**src/rtl/i2cdw_pkg.sv**
```systemverilog
package i2cdw_pkg;
  typedef enum logic [2:0] {
    ST_IDLE, ST_ADDR, ST_ADDR_ACK, ST_WR, ST_WR_ACK, ST_RD, ST_RD_ACK
  } link_state_e;

  localparam logic [7:0] PTR_NONE = 8'hFF;
  localparam int         SYS_REGS = 5;
endpackage

```
**src/rtl/i2cdw_sync.sv**
```systemverilog
module i2cdw_sync (
  input  logic clk,
  input  logic rst_n,
  input  logic scl_i,
  input  logic sda_i,
  output logic scl_s,
  output logic sda_s,
  output logic scl_rise,
  output logic scl_fall,
  output logic start_det,
  output logic stop_det
);
  logic [1:0] scl_ff, sda_ff;
  logic       scl_d, sda_d;

  always_ff @(posedge clk or negedge rst_n) begin
    if (!rst_n) begin
      scl_ff <= 2'b11;
      sda_ff <= 2'b11;
      scl_d  <= 1'b1;
      sda_d  <= 1'b1;
    end else begin
      scl_ff <= {scl_ff[0], scl_i};
      sda_ff <= {sda_ff[0], sda_i};
      scl_d  <= scl_ff[1];
      sda_d  <= sda_ff[1];
    end
  end

  assign scl_s     = scl_ff[1];
  assign sda_s     = sda_ff[1];
  assign scl_rise  = scl_s & ~scl_d;
  assign scl_fall  = ~scl_s & scl_d;
  assign start_det = scl_s & scl_d & sda_d & ~sda_s;
  assign stop_det  = scl_s & scl_d & ~sda_d & sda_s;
endmodule

```
**src/rtl/i2cdw_link.sv**
```systemverilog
module i2cdw_link
  import i2cdw_pkg::*;
(
  input  logic       clk,
  input  logic       rst_n,
  input  logic       sda_s,
  input  logic       scl_rise,
  input  logic       scl_fall,
  input  logic       start_det,
  input  logic       stop_det,
  input  logic [6:0] dev_addr,
  input  logic       rx_accept,
  input  logic       rd_ok,
  input  logic [7:0] rd_data,
  output logic       sda_oe,
  output logic       ptr_clear,
  output logic       rx_stb,
  output logic [7:0] rx_byte,
  output logic       rd_adv
);
  link_state_e state;
  logic [3:0]  bitcnt;
  logic [7:0]  shreg, txreg;
  logic        is_read, mack;
  logic        byte_end, addr_hit, rd_load;

  assign byte_end  = scl_fall && (bitcnt == 4'd8);
  assign addr_hit  = (shreg[7:1] == dev_addr);
  assign ptr_clear = (state == ST_ADDR) && byte_end && addr_hit && !shreg[0];
  assign rx_stb    = (state == ST_WR) && byte_end;
  assign rx_byte   = shreg;
  assign rd_load   = scl_fall && (((state == ST_ADDR_ACK) && is_read) ||
                                  ((state == ST_RD_ACK) && mack));
  assign rd_adv    = rd_load && rd_ok;

  always_ff @(posedge clk or negedge rst_n) begin
    if (!rst_n) begin
      state   <= ST_IDLE;
      bitcnt  <= 4'd0;
      shreg   <= 8'h00;
      txreg   <= 8'hFF;
      sda_oe  <= 1'b0;
      is_read <= 1'b0;
      mack    <= 1'b0;
    end else if (start_det) begin
      state  <= ST_ADDR;
      bitcnt <= 4'd0;
      sda_oe <= 1'b0;
    end else if (stop_det) begin
      state  <= ST_IDLE;
      sda_oe <= 1'b0;
    end else if (rd_load) begin
      if (rd_ok) begin
        txreg  <= {rd_data[6:0], 1'b1};
        sda_oe <= ~rd_data[7];
        bitcnt <= 4'd1;
        state  <= ST_RD;
      end else begin
        sda_oe <= 1'b0;
        state  <= ST_IDLE;
      end
    end else begin
      unique case (state)
        ST_ADDR, ST_WR: begin
          if (scl_rise && bitcnt != 4'd8) begin
            shreg  <= {shreg[6:0], sda_s};
            bitcnt <= bitcnt + 4'd1;
          end else if (byte_end) begin
            bitcnt <= 4'd0;
            if (state == ST_ADDR) begin
              if (addr_hit) begin
                sda_oe  <= 1'b1;
                is_read <= shreg[0];
                state   <= ST_ADDR_ACK;
              end else begin
                state <= ST_IDLE;
              end
            end else if (rx_accept) begin
              sda_oe <= 1'b1;
              state  <= ST_WR_ACK;
            end else begin
              state <= ST_IDLE;
            end
          end
        end
        ST_ADDR_ACK, ST_WR_ACK: begin
          if (scl_fall) begin
            sda_oe <= 1'b0;
            state  <= ST_WR;
          end
        end
        ST_RD: begin
          if (scl_fall) begin
            if (bitcnt == 4'd8) begin
              sda_oe <= 1'b0;
              state  <= ST_RD_ACK;
            end else begin
              sda_oe <= ~txreg[7];
              txreg  <= {txreg[6:0], 1'b1};
              bitcnt <= bitcnt + 4'd1;
            end
          end
        end
        ST_RD_ACK: begin
          if (scl_rise) mack <= ~sda_s;
          if (scl_fall) state <= ST_IDLE;
        end
        default: ;
      endcase
    end
  end
endmodule

```
**src/rtl/i2cdw_regbank.sv**
```systemverilog
module i2cdw_regbank
  import i2cdw_pkg::*;
#(
  parameter int         DATA_REGS   = 8,
  parameter logic [7:0] SYS_BASE    = 8'h20,
  parameter logic [6:0] DEV_ADDR    = 7'h4F,
  parameter logic [6:0] ADDR_MIN    = 7'h20,
  parameter logic [6:0] ADDR_MAX    = 7'h4F,
  parameter logic [7:0] VERSION     = 8'd2,
  parameter logic [7:0] IN_DLY_RST  = 8'h20,
  parameter logic [7:0] OUT_DLY_RST = 8'hFF
) (
  input  logic       clk,
  input  logic       rst_n,
  input  logic       ptr_clear,
  input  logic       rx_stb,
  input  logic [7:0] rx_byte,
  input  logic       rd_adv,
  input  logic       stop_det,
  input  logic [7:0] status_in,
  output logic       rx_accept,
  output logic       rd_ok,
  output logic [7:0] rd_data,
  output logic [7:0] out_lines,
  output logic [7:0] cmd_byte,
  output logic [6:0] addr_active,
  output logic [7:0] in_off_delay,
  output logic [7:0] out_off_delay
);
  localparam int         IDX_W    = (DATA_REGS > 1) ? $clog2(DATA_REGS) : 1;
  localparam logic [7:0] DATA_END = 8'(DATA_REGS);
  localparam logic [7:0] SYS_END  = SYS_BASE + 8'(SYS_REGS);

  function automatic logic in_win(input logic [7:0] p);
    return (p < DATA_END) || (p >= SYS_BASE && p < SYS_END);
  endfunction

  logic [7:0] ptr_q, eff, addr_q;
  logic [7:0] data_q [DATA_REGS];
  logic [7:0] wr_off, rd_off;
  logic       wr_go;

  assign eff       = (ptr_q == PTR_NONE) ? 8'h00 : ptr_q;
  assign wr_go     = rx_stb && (ptr_q != PTR_NONE) && in_win(ptr_q);
  assign rx_accept = (ptr_q == PTR_NONE) ? in_win(rx_byte) : in_win(ptr_q);
  assign rd_ok     = in_win(eff);
  assign wr_off    = ptr_q - SYS_BASE;
  assign rd_off    = eff - SYS_BASE;

  for (genvar g = 0; g < DATA_REGS; g++) begin : g_data
    if (g == 0) begin : g_status
      assign data_q[g] = status_in;
    end else begin : g_store
      always_ff @(posedge clk or negedge rst_n) begin
        if (!rst_n)                             data_q[g] <= 8'h00;
        else if (wr_go && ptr_q == 8'(g))       data_q[g] <= rx_byte;
      end
    end
  end

  always_ff @(posedge clk or negedge rst_n) begin
    if (!rst_n) begin
      cmd_byte      <= 8'h00;
      addr_q        <= {1'b0, DEV_ADDR};
      in_off_delay  <= IN_DLY_RST;
      out_off_delay <= OUT_DLY_RST;
    end else if (wr_go && ptr_q >= SYS_BASE) begin
      case (wr_off)
        8'd1:    cmd_byte      <= rx_byte;
        8'd2:    addr_q        <= rx_byte;
        8'd3:    in_off_delay  <= rx_byte;
        8'd4:    out_off_delay <= rx_byte;
        default: ;
      endcase
    end
  end

  always_ff @(posedge clk or negedge rst_n) begin
    if (!rst_n) addr_active <= DEV_ADDR;
    else if (stop_det)
      addr_active <= (addr_q >= {1'b0, ADDR_MIN} && addr_q <= {1'b0, ADDR_MAX})
                     ? addr_q[6:0] : DEV_ADDR;
  end

  always_ff @(posedge clk or negedge rst_n) begin
    if (!rst_n)                  ptr_q <= PTR_NONE;
    else if (ptr_clear)          ptr_q <= PTR_NONE;
    else if (rx_stb) begin
      if (ptr_q == PTR_NONE) begin
        if (in_win(rx_byte))     ptr_q <= rx_byte;
      end else if (wr_go)        ptr_q <= ptr_q + 8'd1;
    end else if (rd_adv)         ptr_q <= eff + 8'd1;
  end

  always_comb begin
    rd_data = 8'hFF;
    if (eff < DATA_END) rd_data = data_q[eff[IDX_W-1:0]];
    else begin
      case (rd_off)
        8'd0:    rd_data = VERSION;
        8'd1:    rd_data = cmd_byte;
        8'd2:    rd_data = addr_q;
        8'd3:    rd_data = in_off_delay;
        8'd4:    rd_data = out_off_delay;
        default: rd_data = 8'hFF;
      endcase
    end
  end

  assign out_lines = data_q[1];
endmodule

```
**src/rtl/i2c_dual_window_target.sv**
```systemverilog
module i2c_dual_window_target #(
  parameter int         DATA_REGS   = 8,
  parameter logic [7:0] SYS_BASE    = 8'h20,
  parameter logic [6:0] DEV_ADDR    = 7'h4F,
  parameter logic [6:0] ADDR_MIN    = 7'h20,
  parameter logic [6:0] ADDR_MAX    = 7'h4F,
  parameter logic [7:0] VERSION     = 8'd2,
  parameter logic [7:0] IN_DLY_RST  = 8'h20,
  parameter logic [7:0] OUT_DLY_RST = 8'hFF
) (
  input  logic       clk,
  input  logic       rst_n,
  input  logic       scl_i,
  input  logic       sda_i,
  output logic       sda_oe,
  input  logic [7:0] status_in,
  output logic [7:0] out_lines,
  output logic [6:0] addr_active,
  output logic [7:0] cmd_byte,
  output logic [7:0] in_off_delay,
  output logic [7:0] out_off_delay
);
  logic       scl_s, sda_s, scl_rise, scl_fall, start_det, stop_det;
  logic       rx_accept, rd_ok, ptr_clear, rx_stb, rd_adv;
  logic [7:0] rd_data, rx_byte;

  i2cdw_sync u_sync (
    .clk(clk), .rst_n(rst_n), .scl_i(scl_i), .sda_i(sda_i),
    .scl_s(scl_s), .sda_s(sda_s), .scl_rise(scl_rise), .scl_fall(scl_fall),
    .start_det(start_det), .stop_det(stop_det)
  );

  i2cdw_link u_link (
    .clk(clk), .rst_n(rst_n), .sda_s(sda_s), .scl_rise(scl_rise),
    .scl_fall(scl_fall), .start_det(start_det), .stop_det(stop_det),
    .dev_addr(addr_active), .rx_accept(rx_accept), .rd_ok(rd_ok),
    .rd_data(rd_data), .sda_oe(sda_oe), .ptr_clear(ptr_clear),
    .rx_stb(rx_stb), .rx_byte(rx_byte), .rd_adv(rd_adv)
  );

  i2cdw_regbank #(
    .DATA_REGS(DATA_REGS), .SYS_BASE(SYS_BASE), .DEV_ADDR(DEV_ADDR),
    .ADDR_MIN(ADDR_MIN), .ADDR_MAX(ADDR_MAX), .VERSION(VERSION),
    .IN_DLY_RST(IN_DLY_RST), .OUT_DLY_RST(OUT_DLY_RST)
  ) u_regs (
    .clk(clk), .rst_n(rst_n), .ptr_clear(ptr_clear), .rx_stb(rx_stb),
    .rx_byte(rx_byte), .rd_adv(rd_adv), .stop_det(stop_det),
    .status_in(status_in), .rx_accept(rx_accept), .rd_ok(rd_ok),
    .rd_data(rd_data), .out_lines(out_lines), .cmd_byte(cmd_byte),
    .addr_active(addr_active), .in_off_delay(in_off_delay),
    .out_off_delay(out_off_delay)
  );
endmodule

```
**config.mk**
```make
export PLATFORM = sky130hd
export DESIGN_NAME = i2c_dual_window_target
export DESIGN_NICKNAME = d
export VERILOG_FILES = /design/src/rtl/i2cdw_pkg.sv /design/src/rtl/i2cdw_sync.sv /design/src/rtl/i2cdw_link.sv /design/src/rtl/i2cdw_regbank.sv /design/src/rtl/i2c_dual_window_target.sv
export SDC_FILE = /design/constraint.sdc
export NUM_CORES = 1
export LEC_CHECK = 0
export BUFFER_PORTS_ARGS = -buffer_cell sky130_fd_sc_hd__buf_2
export CAP_MARGIN = 20
export CORE_MARGIN = 2
export CORE_UTILIZATION = 45
export DETAILED_ROUTE_END_ITERATION = 8
export GPL_TIMING_DRIVEN = 0
export PLACE_DENSITY = 0.62
export SETUP_SLACK_MARGIN = 0.4
export SYNTH_ARGS = -nofsm -noshare
export SYNTH_HDL_FRONTEND = slang
export SYNTH_SLANG_ARGS = --single-unit
export TNS_END_PERCENT = 100
```
**constraint.sdc**
```tcl
create_clock -name clk -period 4.2 [get_ports clk]
set_input_delay 0.84 -clock clk [delete_from_list [all_inputs] [get_ports clk]]
set_output_delay 0.84 -clock clk [all_outputs]
set_load 0.01 [all_outputs]
```
==> Word level (Yosys, flattened, before mapping) <==
Cells that the tools add are included.
Widths: inputs -> output; s select.
{ "totals": {"register_bits": 135, "in_bits": 12, "word_cells": 207, "output_inout_bits": 40} }
{ "classes": {"order_cmp": 12, "mux": 55, "add_sub_neg": 5, "n_reduce_logical": 50, "n_bitwise": 18, "n_eq_ne": 43} }
{ "ops": {"columns": ["cell", "n"], "rows": [
  ["$mux 8", 15],
  ["$eq 8x2->1 const B", 6],
  ["$eq 8x3->1 const B", 6],
  ["$pmux 8 s5", 1],
  ["$mux 3", 12],
  ["$ge 8x6->1 const B", 4],
  ["$mux 4", 8],
  ["$ne 5x3->1 const B", 5],
  ["$bmux 8 s3", 1],
  ["$eq 8x1->1 const B", 3],
  ["$logic_and 1x1->1", 24],
  ["$lt 8x4->1 const B", 3],
  ["$lt 8x6->1 const B", 3],
  ["$add 8x1->8 const B", 2],
  ["$sub 8x6->8 const B", 2],
  ["$reduce_and 7->1", 2],
  ["$mux 1", 13],
  ["$ne 4x4->1 const B", 3],
  ["$ne 6x4->1 const B", 2],
  ["$pmux 3 s4", 1],
  ["$reduce_and 6->1", 2],
  ["$not 1->1", 10],
  ["$reduce_and 5->1", 2],
  ["$eq 3x3->1 const B", 3],
  ["34 further kinds", 50]
]} }

==> Logic depth before layout (Yosys ltp) <==
Gate-level depths: netlist (run 1).
{ "logic_depth": {"word_depth": 12, "mapped_depth": 15, "mapped_depth_nobuf": 12} }

==> Hierarchy <==
Synthesis (run 1) repeated with hierarchy kept, for this count alone.
{ "unflattened": {"cells_unflattened": 669, "area_unflattened_um2": 7380.8} }
{ "by_module_without_submodules": {"columns": ["mod", "n_inst", "area_each_um2", "cells_each", "seq_area_each_um2"], "rows": [
  ["i2cdw_regbank", 1, 5597.9, 489, 2611.3],
  ["i2cdw_link", 1, 1592.8, 170, 634.4],
  ["i2cdw_sync", 1, 190.2, 10, 157.7]
]} }

==> Worst setup path after synthesis (run 1) <==
OpenSTA, ideal clock, no wires.
{ "synth_path": {"kind": "register to register", "from": "register u_regs.ptr_q[1]", "to": "register u_link.txreg[6]", "required_ns": 4.095, "setup_slack_ns": 1.017, "arrival_time_ns": 3.077, "stages_incl_launch_ff": 16, "synth_period_minus_slack_ns": 3.183, "setup_time_ns": 0.105, "path_buffers": 3, "cell_sequence": "dfstp_2 > ha_1 > buf_4 > and3_1 > clkbuf_1 > nand2_2 > clkbuf_1 > nand2_1 > inv_1 > ha_1 > nand2_1 > nor4b_2 > nand2_1 > o21ai_0 > a211oi_1 > o41ai_1"} }
{ "synth_between": {"elab_chain_len": 9, "word_cells_on_any_way": 23, "cone_classes": "add/sub: 1; order compare: 3; eq/ne: 6; mux: 8; bitwise: 1; reduce/logical: 4"} }
{ "synth_lines": {"columns": ["element", "line", "text"], "rows": [
  ["from (decl)", "i2cdw_regbank.sv:38", "logic [7:0] ptr_q, eff, addr_q;"],
  ["from (signal assigned)", "i2cdw_regbank.sv:90", "if (in_win(rx_byte)) ptr_q <= rx_byte;"],
  ["from (signal assigned)", "i2cdw_regbank.sv:91", "end else if (wr_go) ptr_q <= ptr_q + 8'd1;"],
  ["from (signal assigned)", "i2cdw_regbank.sv:92", "end else if (rd_adv) ptr_q <= eff + 8'd1;"],
  ["$eq 8x8->1", "i2cdw_regbank.sv:43", "assign eff = (ptr_q == PTR_NONE) ? 8'h00 : ptr_q;"],
  ["$mux 8 *", "i2cdw_regbank.sv:43", null],
  ["parallel branches: the longest is 7 deep, another holds $sub 8x6->8", null, null],
  ["to (signal assigned)", "i2cdw_link.sv:54", "txreg <= {rd_data[6:0], 1'b1};"],
  ["to (signal assigned)", "i2cdw_link.sv:99", "txreg <= {txreg[6:0], 1'b1};"],
  ["to (decl)", "i2cdw_link.sv:23", "logic [7:0] shreg, txreg;"]
]} }
Every way passes the cells marked *. The select of a mux whose other input is x is not followed.
A chain may end at the register's enable or synchronous reset.

==> Final worst setup path (run 1) <==
{ "layout_path": {"from": "register u_regs.ptr_q[1]", "to": "register u_link.txreg[3]"} }
The elaborated chain is that of the path after synthesis.

==> metrics.md, run 1 <==
| Metric | Value |
|---|---|
| Fin Hold WS | between 300 and 400 ps |
| WP data required | around 4500 ps |
| Largest net degree at the start of global routing | 93 |
| Clock latency on the worst-skew pair | about 430 ps |
| Synth top area cells | dfrtp_1 32%, dfstp_2 14%, mux2_2 11% |
| Area growth from synthesis to layout | 17.0% |
| Worst-path clk slew | roughly 60 ps |
| Slew @ Worst Pin | 937 ps |
| Detailed Routing Iterations Pass 1 | 4 |
| Top cell by count, worst path | nand2_1 |
| ANT cells | 0 |
| Final Max Tran Viols | 0 |
| CP endpoint kind | register |
| Final period util | between 80% and 90% |
| Routed wire length | roughly 21000 um |
| Share of cells above drive strength 1 | about two fifths |
| Num ports | 52 |
| First DRT Iteration DRCs | 452 |
| Critical path peak fanout | 10 |
| Area leader, netlist | dfrtp_1 |
| Final Hold Viols | 0 |
| Initial Utilization | a little under half |
| Die Ht | between 100 and 150 um |
| Vias in the first global route | 5798 |
| Final #Nets | around 740 |
| Avg Cell Area, Syn | 11.3 um2 |
| Yosys warns | 0 |
| Input/output buffers | approximately 50 |
| Total CTS buffers | 17 |
| PnR Total Power | 4.19 mW |
| Arrival @ worst endpoint | approximately 3900 ps |
| Initial antenna violation count | 0 |
| Vias | between 5000 and 6000 |
| Post-Syn Instances | around 640 |
| Main synth FF type | dfrtp_1 |
| Die area | ~17000 um2 |
| HP Class | in2async |
| Antenna viol nets, final | 0 |
| CTS tree | built |
| GPL Wtd Cong | 0.915 |
| Post-DP HPWL | approximately 14000 um |
| Via density | 5.88 |
| Crit path launch type | register |
| Core Footprint | 15900 um2 |
| Power Dens Cells | roughly 490 nW/um2 |
| Peak supply drop | around 360 uV |
| Multi-input logic area | approximately 3700 um2 |
| DRC | 0 |
| Final setup fails | 0 |
| CTS Root Cell | clkbuf_16 |
| Commonest non-fill, non-tap cell in the layout | dfrtp_1 |
| Leakage | ~4 nW |
| Minimum clock period | ~3500 ps |
| Synthesized flop and latch total | roughly 130 |
| Asr flop ratio synth | between 90% and 100% |
| Number of synthesized flops with an enable pin | 0 |
| Slowest stage delay, CP | 620 ps |
| Max-cap violations | 0 |
| RSZ-0062 raised after global routing | no |
| Synth Net Count | 667 |
| H-Tree Depth | 4 |
| Crit Path Class | reg2reg |
| Cell variety after synth | ~70 |
| Seq/Total Area, Yosys | between 40% and 50% |
| Rel. slew slack | 37.0% |
| Run status | complete, no violations |
| Share of Yosys cell area claimed by the top area cell type | around a third |
| DR WL/cell | ~22 um |
| Final worst clock skew | 8.70 ps |
| Synthesized cell area | 7300 um2 |
| Most frequent cells in the layout | 94 x dfrtp_1, 69 x mux2_2, 61 x buf_2 |
| Max Buffers Root-to-Sink | 2 |
| Global route overflow | 0 |
| GRT Util Overall | about 25% |
| Crit-path cells | ha_1 -> buf_4 -> and3_1 -> clkbuf_2 -> nand2_4 -> buf_2 -> nand2_1 -> inv_1 -> ha_1 -> nand2_1 -> nor4b_4 -> nand2_1 -> o21ai_0 -> a211oi_1 -> o41ai_1 |
| Max Clk Rate | 283 MHz |
| Chip Width | 131 um |
| First-pass GRT wire length | between 30000 and 40000 um |
| Row Count | 46 |
| Critical Path Slowest Stage Cell | dfstp_2 |
| Fill cells | approximately 1400 |
| Pre-CTS setup slack | about 33 ps |
| Setup TNS | 0 ps |
| Clk sink count | 134 |
| Register area | around 3400 um2 |
| Final Worst Setup Slack | ~660 ps |
[routing by layer]
layer	vias up	GRT usage, %	share of wire, %
li1	2516	-	-
met1	2833	32.1	44
met2	182	41.5	48
met3	47	4.67	4.9
met4	0	9.18	2.8
met5	-	0	0
[power breakdown]
| part | switching, mW | total, mW | internal (mW) |
|---|---|---|---|
| Clock | 0.579 | 1.50 | 0.924 |
| Combinational | 0.731 | 1.14 | 0.405 |
| Sequential | 0.118 | 1.55 | 1.43 |
| Total | 1.43 | 4.19 | 2.76 |
[stage by stage]
step                      utilization [%]  cells  instance area (um2)
after CTS                            53.6    949                 8510
after floorplan                         -    644                 7300
after detailed placement             49.5    913                 7860
after global routing                 53.7    949                 8540
after global placement               49.2    911                 7820
final                                53.7    949                 8540
[cell usage after synthesis (all sizes together) (6+ instances only)]
cell type  count
mux2          95
dfrtp         94
nand2         61
dfstp         40
nor2          40
o21ai         29
clkbuf        24
a21oi         21
buf           21
inv           16
nor3          14
mux2i         13
nand3         12
ha            11
a22oi          9
o31ai          8
xnor2          8
mux4           7
nor2b          7
nor4           7
o22ai          7
a211oi         6
nand2b         6
nand4          6
o41ai          6
[worst paths after layout]
path,slack [ps],from,cells past startpoint,to
worst max-delay path,660,u_regs.ptr_q[1]$_DFFE_PN1P_,15,u_link.txreg[3]$_DFFE_PN1P_
worst min-delay path,340,rst_n,1,u_regs.data_q[16]$_DFFE_PN0P_
worst max register to register,660,u_regs.ptr_q[1]$_DFFE_PN1P_,15,u_link.txreg[3]$_DFFE_PN1P_
worst min register to register,360,u_sync.scl_ff[0]$_DFF_PN1_,0,u_sync.scl_ff[1]$_DFF_PN1_
max in group asynchronous,3050,rst_n,2,u_regs.out_off_delay[6]$_DFFE_PN1P_
min in group clk,360,u_sync.scl_ff[0]$_DFF_PN1_,0,u_sync.scl_ff[1]$_DFF_PN1_
[worst max-delay path: cells and delay by family (launching register included)]
family,cells,cell delay [ps]
and+or+nand+nor,6,1110
adders and majority gates,2,430
DFF,1,620
buffers and inverters,4,660
AOI/OAI and AO/OA,3,580
[kinds of logic after synthesis]
| kind of cell | after synthesis | synth area share, % |
|---|---|---|
| simple gates | 183 | 14.2 |
| flops | 134 | 46.6 |
| compound gates | 130 | 12.3 |
| mux | 115 | 19.9 |
| buf+inv | 61 | 3.86 |
| fa+ha+maj | 11 | 1.89 |
| xor+xnor | 10 | 1.20 |
[registers in the layout (all words and copies together) (netlist names), 2 cells and up]
register,cells
u_regs.data_q,48
u_regs.addr_active,7
u_sync.scl_ff,2
u_regs.addr_q,8
u_regs.cmd_byte,8
u_regs.out_off_delay,8
u_link.state,3
u_regs.out_lines,8
u_regs.in_off_delay,8
u_link.rx_byte,8
u_sync.sda_ff,2
u_regs.ptr_q,8
u_link.bitcnt,4
u_link.txreg,7
[area by class of cell]
type,instances,area share (%)
inverter,16,0.703
clock buffer,22,5.55
timing repair buffer,57,3.80
clock inverter,10,1.41
buffer,45,2.64
multi-input combinational,449,42.9
sequential,134,39.9
tap,216,3.17
[timing repair]
item	in CTS	in global routing
endpoints found under the setup margin	7	8
setup buffers	4	0
gates resized for setup	4	10
pin swaps	2	0
hold buffers	0	0
Note: power is estimated with default switching activity, not from simulation.
==> run 2, diff against run 1 <==
==> constraint.sdc (replaced) <==
create_clock -name clk -period 3.5 [get_ports clk]
set_input_delay 0.7 -clock clk [delete_from_list [all_inputs] [get_ports clk]]
set_output_delay 0.7 -clock clk [all_outputs]
set_load 0.01 [all_outputs]
==> metrics.md, run 2 (same netlist as run 1, synthesis figures left out) <==
| Metric | Value |
|---|---|
| Run status | complete, no violations |
| Via density | 5.89 (+0.13%) |
| Arrival @ worst endpoint | 3330 ps (-530 ps) |
| Num ports | 52 (unchanged) |
| Final worst clock skew | 9.00 ps (+0.297 ps) |
| Initial antenna violation count | 0 (unchanged) |
| Peak supply drop | 429 uV (+20%) |
| Largest net degree at the start of global routing | 82 (-12%) |
| Crit Path Class | reg2reg |
| Commonest non-fill, non-tap cell in the layout | dfrtp_1 |
| H-Tree Depth | 4 (unchanged) |
| Vias in the first global route | 5775 (-0.40%) |
| CTS tree | built |
| Input/output buffers | 51 (unchanged) |
| Final Max Tran Viols | 0 (unchanged) |
| ANT cells | 0 (unchanged) |
| Rel. slew slack | 32.9% (-4.1 points) |
| Initial Utilization | 45.9% (unchanged) |
| Minimum clock period | 2990 ps (-547 ps) |
| Most frequent cells in the layout | 94 x dfrtp_1, 69 x mux2_2, 57 x buf_2 |
| Final Worst Setup Slack | 508 ps (-153 ps) |
| Final #Nets | 752 (+1.2%) |
| Worst-path clk slew | 60 ps (about the same) |
| Max-cap violations | 0 (unchanged) |
| Total CTS buffers | 17 (unchanged) |
| Share of cells above drive strength 1 | 40.8% (+2.6 points) |
| DRC | 0 (unchanged) |
| Final setup fails | 0 (unchanged) |
| CTS Root Cell | clkbuf_16 |
| Core Footprint | 15900 um2 (unchanged) |
| Die area | 17300 um2 (unchanged) |
| Largest register FFs | 48 (unchanged) |
| Max Buffers Root-to-Sink | 2 (unchanged) |
| Reg-to-Reg End | u_link.txreg[7]$_DFFE_PN1P_ |
| Antenna viol nets, final | 0 (unchanged) |
| Routed wire length | 21100 um (+1.7%) |
| GRT Util Overall | 25.0% (+0.28 points) |
| Biggest register | u_regs.data_q |
| Area growth from synthesis to layout | 19.7% |
| HP Class | in2async |
| Critical path peak fanout | 10 (unchanged) |
| Max Clk Rate | 334 MHz (+18%) |
| Leakage | 4.15 nW (+2.5%) |
| Placed Area | 7890 um2 (+0.32%) |
| Fill cells | 1397 (-1.2%) |
| Row Count | 46 (unchanged) |
| Crit path launch type | register |
| GPL Wtd Cong | 0.923 (+0.81%) |
| Slew @ Worst Pin | 998 ps (+60.6 ps) |
| DR WL/cell | 22.0 um (+0.79%) |
| Detailed Routing Iterations Pass 1 | 5 (+1) |
| Final period util | 85.5% (+1.2 points) |
| Die Ht | 131 um (unchanged) |
| Vias | 5638 (+1.1%) |
| FF-to-FF setup slack | 510 ps (-150 ps) |
| Design area | 8730 um2 (+2.3%) |
| Clk sink count | 134 (unchanged) |
| First DRT Iteration DRCs | 377 (-17%) |
| Power Dens Cells | 588 nW/um2 (+20%) |
| First-pass GRT wire length | 33200 um (+0.84%) |
| CP endpoint kind | register |
| WP data required | 3840 ps (-680 ps) |
| Global route overflow | 0 (unchanged) |
| Final Hold Viols | 0 (unchanged) |
| Depth of the worst register-to-register path | 16 (+1) |
| RSZ-0062 raised after global routing | yes |
| Post-DP HPWL | 14300 um (-0.47%) |
| Pre-CTS setup slack | -447 ps (-480 ps) |
| Chip Width | 131 um (unchanged) |
| Clock latency on the worst-skew pair | 430 ps (about the same) |
| Worst r2r src | u_regs.ptr_q[0]$_DFFE_PN1P_ |
-- run 2: cell types whose count changed in the layout (fill, tap and decap cells not counted), sizes merged --
cell	change
buf	+9
bufinv	+1
clkinvlp	-1
-- run 2: how the worst max path moves through the flow --
stage / from / endpoint / slack, ps / depth (start not counted)
6_report: u_regs.ptr_q[0]$_DFFE_PN1P_ / u_link.txreg[7]$_DFFE_PN1P_ / 510 / 16
3_3_place_gp: u_regs.ptr_q[1]$_DFFE_PN1P_ / u_link.txreg[3]$_DFFE_PN1P_ / -420 / 13
3_5_place_dp: u_regs.ptr_q[1]$_DFFE_PN1P_ / u_link.txreg[3]$_DFFE_PN1P_ / -450 / 15
5_1_grt: u_regs.ptr_q[0]$_DFFE_PN1P_ / u_link.txreg[7]$_DFFE_PN1P_ / 360 / 16
2_1_floorplan: u_regs.ptr_q[1]$_DFFE_PN1P_ / u_link.txreg[6]$_DFFE_PN1P_ / 420 / 15
4_1_cts: u_regs.ptr_q[0]$_DFFE_PN1P_ / u_link.txreg[7]$_DFFE_PN1P_ / 410 / 17
-- run 2: routing by layer --
| metal | vias to the layer above | routed length (um) | track usage [%] |
|---|---|---|---|
| met5 | - | 0 | 0 |
| met2 | 179 | 10400 | 41.7 |
| met1 | 2885 | 9250 | 33.2 |
| li1 | 2538 | - | - |
| met3 | 36 | 958 | 4.71 |
| met4 | 0 | 525 | 8.15 |
-- run 2: power by group --
part           switching [mW]  internal (mW)  leakage, nW  total (mW)
combinational           0.896          0.516         2.13        1.41
sequential              0.127           1.71         1.72        1.84
clock                   0.699           1.18        0.301        1.88
total                    1.72           3.41         4.15        5.13
-- run 2: timing repair --
action,4_1_cts,5_1_grt
gates resized for setup,21,21
setup buffers,9,4
setup endpoints to repair,14,9
pin swaps,7,2
hold buffers,0,0
hold endpoints to repair,0,0
-- run 2: stage by stage --
step                instances  hold slack [ps]  utilization, %  TNS, ps  total power, mW
finish                    958              237            55.0        0             5.13
global route              958              274            55.0        0             5.35
CTS                       954              260            54.4        0             5.11
detailed placement        913              347            49.6    -2120             3.20
global placement          911              346            49.4    -8480             3.18
floorplan                 644              345               -        0             2.77
-- run 2: final cells by class --
class                   count  area (um2)  share of cell area [%]
plain buffers              45         273                    3.12
clock buffers              22         474                    5.43
clock inverters            10         143                    1.63
inverters                  16        60.1                   0.688
multi-input cells         449        3720                    42.6
flip-flops and latches    134        3400                    39.0
well taps                 216         270                    3.10
repair buffers             66         392                    4.49
-- run 2: worst max-delay path, stage by stage, from the launching register on --
cell	delay (ps)
dfstp_2	570
ha_2	190
buf_6	110
nand3_2	110
nor2_4	150
clkbuf_8	200
nor2_1	90
inv_1	70
ha_2	210
xor2_4	280
nor4b_4	80
buf_4	170
buf_4	150
nand2_1	90
o21ai_2	60
a211oi_1	260
o31ai_1	110
